### src/rtl/nco_freq_bank.sv
module nco_freq_bank #(
  parameter int WORD_W = 48,
  parameter int ADDR_W = $clog2(16 * ((WORD_W + 7) / 8))
) (
  input  logic                clk,
  input  logic                rst_n,
  input  logic [1:0]          band_mode,
  input  logic [7:0]          sel_byte,
  input  logic                wr_en,
  input  logic [ADDR_W-1:0]   wr_addr,
  input  logic [7:0]          wr_data,
  input  logic                upd_en,
  input  logic [7:0]          upd_data,
  input  logic                sysref,
  input  logic                sysref_to_nco,
  output logic [4*WORD_W-1:0] phase_out,
  output logic [4*WORD_W-1:0] word_out
);
  localparam int NBYTE  = (WORD_W + 7) / 8;
  localparam int NWORDS = 16;

  logic [NBYTE*8-1:0] shadow [NWORDS];
  logic [WORD_W-1:0]  active [NWORDS];
  logic [WORD_W-1:0]  phase  [4];
  logic [3:0]         idx    [4];
  logic [3:0]         live;
  logic               armed;

  wire do_load = upd_en && (upd_data == 8'h30) && armed;
  wire clear   = sysref && sysref_to_nco;

  wire [ADDR_W-1:0] w_word = wr_addr / ADDR_W'(NBYTE);
  wire [ADDR_W-1:0] w_byte = wr_addr % ADDR_W'(NBYTE);

  always_ff @(posedge clk or negedge rst_n)
    if (!rst_n) armed <= 1'b0;
    else if (upd_en) armed <= (upd_data == 8'h00);

  always_ff @(posedge clk or negedge rst_n)
    if (!rst_n) begin
      for (int i = 0; i < NWORDS; i++) shadow[i] <= '0;
    end else if (wr_en && w_word < ADDR_W'(NWORDS)) begin
      shadow[w_word[3:0]][w_byte*8 +: 8] <= wr_data;
    end

  always_ff @(posedge clk or negedge rst_n)
    if (!rst_n) begin
      for (int i = 0; i < NWORDS; i++) active[i] <= '0;
    end else if (do_load) begin
      for (int i = 0; i < NWORDS; i++) active[i] <= shadow[i][WORD_W-1:0];
    end

  always_comb begin
    for (int o = 0; o < 4; o++) idx[o] = 4'(o * 4) + {2'b00, sel_byte[2*o +: 2]};
    case (band_mode)
      2'b00: begin
        idx[0] = {1'b0, sel_byte[3], sel_byte[1:0]};
        live   = 4'b0001;
      end
      2'b01:   live = 4'b0011;
      default: live = 4'b1111;
    endcase
  end

  for (genvar o = 0; o < 4; o++) begin : g_osc
    assign word_out[o*WORD_W +: WORD_W] = live[o] ? active[idx[o]] : '0;
    assign phase_out[o*WORD_W +: WORD_W] = phase[o];

    always_ff @(posedge clk or negedge rst_n)
      if (!rst_n)     phase[o] <= '0;
      else if (clear) phase[o] <= '0;
      else            phase[o] <= phase[o] + word_out[o*WORD_W +: WORD_W];
  end


  sysref_clr_chk: assert property (@(posedge clk) disable iff (!rst_n)
    (sysref && sysref_to_nco) |=> (phase_out == '0));


  idle_osc_chk: assert property (@(posedge clk) disable iff (!rst_n)
    (band_mode == 2'b01 && !clear) |=> $stable(phase_out[4*WORD_W-1 -: WORD_W]));


  shadow_hold_chk: assert property (@(posedge clk) disable iff (!rst_n)
    !do_load ##1 ($stable(sel_byte) && $stable(band_mode)) |-> $stable(word_out));


  phase_step_chk: assert property (@(posedge clk) disable iff (!rst_n)
    !clear |=> phase_out[WORD_W-1:0] == $past(phase_out[WORD_W-1:0]) + $past(word_out[WORD_W-1:0]));
endmodule

### config.mk
export PLATFORM = sky130hd
export DESIGN_NAME = nco_freq_bank
export DESIGN_NICKNAME = d
export VERILOG_FILES = /design/src/rtl/nco_freq_bank.sv
export SDC_FILE = /design/constraint.sdc
export NUM_CORES = 2
export LEC_CHECK = 0
export CORE_AREA = 2 2 405 407
export CTS_CLUSTER_DIAMETER = 50
export CTS_CLUSTER_SIZE = 8
export DETAILED_ROUTE_END_ITERATION = 7
export DIE_AREA = 0 0 407 409
export DONT_BUFFER_PORTS = 1
export GPL_TIMING_DRIVEN = 0
export SYNTH_ARGS = -nofsm -noshare
export SYNTH_HDL_FRONTEND = slang
export SYNTH_SLANG_ARGS = --single-unit
### constraint.sdc
create_clock -name clk -period 9.5 [get_ports clk]
set_input_delay 1.425 -clock clk [delete_from_list [all_inputs] [get_ports clk]]
set_output_delay 1.425 -clock clk [all_outputs]
set_load 0.05 [all_outputs]
==> run summary <==
Setup Skew = 0.0332 ns
Synth Net Count = 6293
RSZ-0062 raised after global routing = false
Max-slew violation count = 0
P&R area growth vs syn = 13.2%
Initial antenna violation count = 23
R2R depth = 15
Cell variety after synth = 82
Hold-fix buffers at CTS = 0
Crit-path cells = buf_1 > clkbuf_1 > mux4_2 > nor2b_1 > ha_1 > fa_1 > a211oi_1 > o21ai_0 > a32oi_1 > a21oi_1 > o21ai_0 > a21oi_1 > o41ai_2 > buf_4 > o21ai_0 > nor3_1 > a211o_1
Core footprint = 162000 um^2
CP delay by family, top = compound AO/OA/AOI/OAI gates
Initial Utilization = 0.498
Fmax achieved = 0.125 GHz
Cell depth of the worst setup path = 17
Slowest-stage cell, CP = clkbuf_1
Post-CTS setup buffer count = 0
Async SR Flop Fraction = 1.00
Clock Sinks = 1729
Crit path to = phase_out[94]
Syn avg cell area = 13.3 um^2
Largest net degree at the start of global routing = 286
Remaining Overflow, GRT = 0
Post-synth top cells = 1729 x dfrtp_1, 1388 x mux2_2, 359 x nand2_1
Synth Warn # = 0
CTS buffer count = 277
Layout cells sized above 1 = 0.318
Setup-failing EPs final = 0
Ports = 423
Reg clk slew, reported paths = 0.05 ns
CP startpoint = sel_byte[3]
Fin. Hold Viols = 0
First DRT Iteration DRCs = 4572
Dominant cell type by area after synthesis = dfrtp_1
Total power draw = 17000 uW
Max Buffers Root-to-Sink = 4
Outcome = finished, final reports clean
Vias in the first global route = 53500
Final setup margin = 1.52 ns
Worst r2r src = active[480]
Slowest stage delay, CP = 0.97 ns
R2R Path End = phase_out[94]
Die H = 409 um
Final nets = 6588
Gr usage total = 0.317
Critical Path Fanout Max = 10
Fin crit period = 7.98 ns
CTS root buf = clkbuf_16
Hold Crit Class = in -> async
Vias per inst = 6.17
Hpwl dp = 192 mm
Transition time at the pin with the least slew margin = 1.44 ns
Worst EP arrival = 8.76 ns
Worst EP required = 10.28 ns
Number of synthesized flops with an enable pin = 0
Peak VDD IR = 209 uV
Gpl congestion = 0.947
Top post-synthesis cells by area = dfrtp_1 54%, mux2_2 19%, mux4_2 6.7%, ha_1 3.0%, o21ai_0 1.7%
Crit. End Element = register
Pwr per Cell Area = 186 nW/um^2
Global-route wire length before repair = 378 mm
Share of the synthesized area in the top cell type = 0.536
Leak = 0.0457 uW
Routed WL = 262 mm
FP Rows = 148
Max-cap check violation count = 0
Final ANT Viol Nets = 0
Clock latency at the later pin of the worst-skew pair = 0.92 ns
Fin cells = 8590
Layout fillers = 13400
Setup WS pre-CTS = 0.539 ns
Mapped cell area = 80700 um^2
Most frequent CP cell = o21ai_0
WL per Instance = 30.5 um
Crit start category = primary input
FF+latch area = 43300 um^2
DRC = 0
Die extent in x = 407 um
H-tree depth = 5
Drt first pass iters = 5
Via count = 53000
Critical path buffers and inverters = 3
Post-synthesis sequential area ratio = 0.536
Post-placement cell count = 8248
Dominant synthesized flop cell = dfrtp_1
Crit share post-route = 0.840
WS Path Type = in -> reg
Count leader, synth = dfrtp_1
PortBufs = 0
CTS tree = built
Reg-to-reg slack, setup = 3.72 ns
Register bit total from synthesis = 1729
PostCTS Resize Cnt = 0
Cell count after synthesis = 6059
Die footprint = 166000 um^2
Slew HR = 0.0375
Multi-input gate area = 36000 um^2
[placed cells by master, fill, tap and decap left out, drive strengths merged, types with 9 or more instances in the layout]
master	instances
dfrtp	1729
mux2	1388
clkbuf	582
nand2	360
o21ai	279
nor2	266
mux4	240
ha	191
a21oi	153
and2	138
a21o	125
xnor2	86
xor2	83
nor2b	74
and3	62
buf	62
nand3	61
inv	59
nor3	59
a211oi	35
o21bai	34
a31oi	30
nand4	29
o21a	27
nand2b	26
nor4	24
mux2i	16
diode	13
o211ai	13
nor3b	11
a211o	9
[state kept, by name, indices dropped and copies added (netlist names)]
register,cells
active,768
armed,1
phase_out,192
shadow,768
[per-layer routing]
layer	vias up	GRT usage	routed length [um]
met2	1793	0.478	120000
li1	22600	-	-
met1	28300	0.451	115000
met4	6	0.0900	6970
met5	-	0	49
met3	399	0.0830	20300
[logic make-up (layout without fill, tap and decap cells)]
logic type                 Yosys count  after routing  share of synthesized area
adders and majority gates          195            195                     0.0306
muxes                             1644           1644                      0.263
xor gates and xnor gates           169            169                     0.0184
DFF                               1729           1729                      0.536
buffers and inverters              377            720                     0.0178
AOI/OAI and AO/OA                  802            802                     0.0631
other                                0             13                          0
and+or+nand+nor                   1143           1143                     0.0709
[per-stage QoR]
stage          instance area (um^2)  hold WS (ns)  TNS (ns)   util
2_1_floorplan                 80700         0.445         0      -
3_3_place_gp                  83400         0.458     -5.39  0.515
3_5_place_dp                  83700         0.466         0  0.517
4_1_cts                       91200         0.177         0  0.563
5_1_grt                       91300         0.200         0  0.564
6_report                      91300         0.237         0  0.564
[report_power, final]
part           internal (uW)  total [uW]  switching, uW
Sequential              7440        7470           36.2
Clock                   5410        8710           3290
Combinational            165         778            613
Total                  13000       17000           3940
[worst min path at each step]
stage	start	endpoint	slack [ns]	cells after the start
after floorplan	active[208]	active[208]	0.44	2
after global placement	shadow[470]	shadow[470]	0.46	2
after detailed placement	shadow[421]	shadow[421]	0.47	2
after CTS	rst_n	phase_out[150]	0.18	0
after global routing	rst_n	phase_out[150]	0.20	0
final	rst_n	shadow[38]	0.24	0
[final cells by class]
| cell class | instances | share of cell area |
|---|---|---|
| Sequential cell | 1729 | 0.474 |
| Multi-Input combinational cell | 3953 | 0.394 |
| Clock buffer | 305 | 0.0801 |
| Tap cell | 2175 | 0.0298 |
| Buffer | 323 | 0.0138 |
| Timing Repair Buffer | 16 | 0.00399 |
| Inverter | 54 | 0.00222 |
| Clock inverter | 22 | 0.00219 |
| Antenna cell | 13 | 0.000356 |
(Power assumes the default switching activity.)
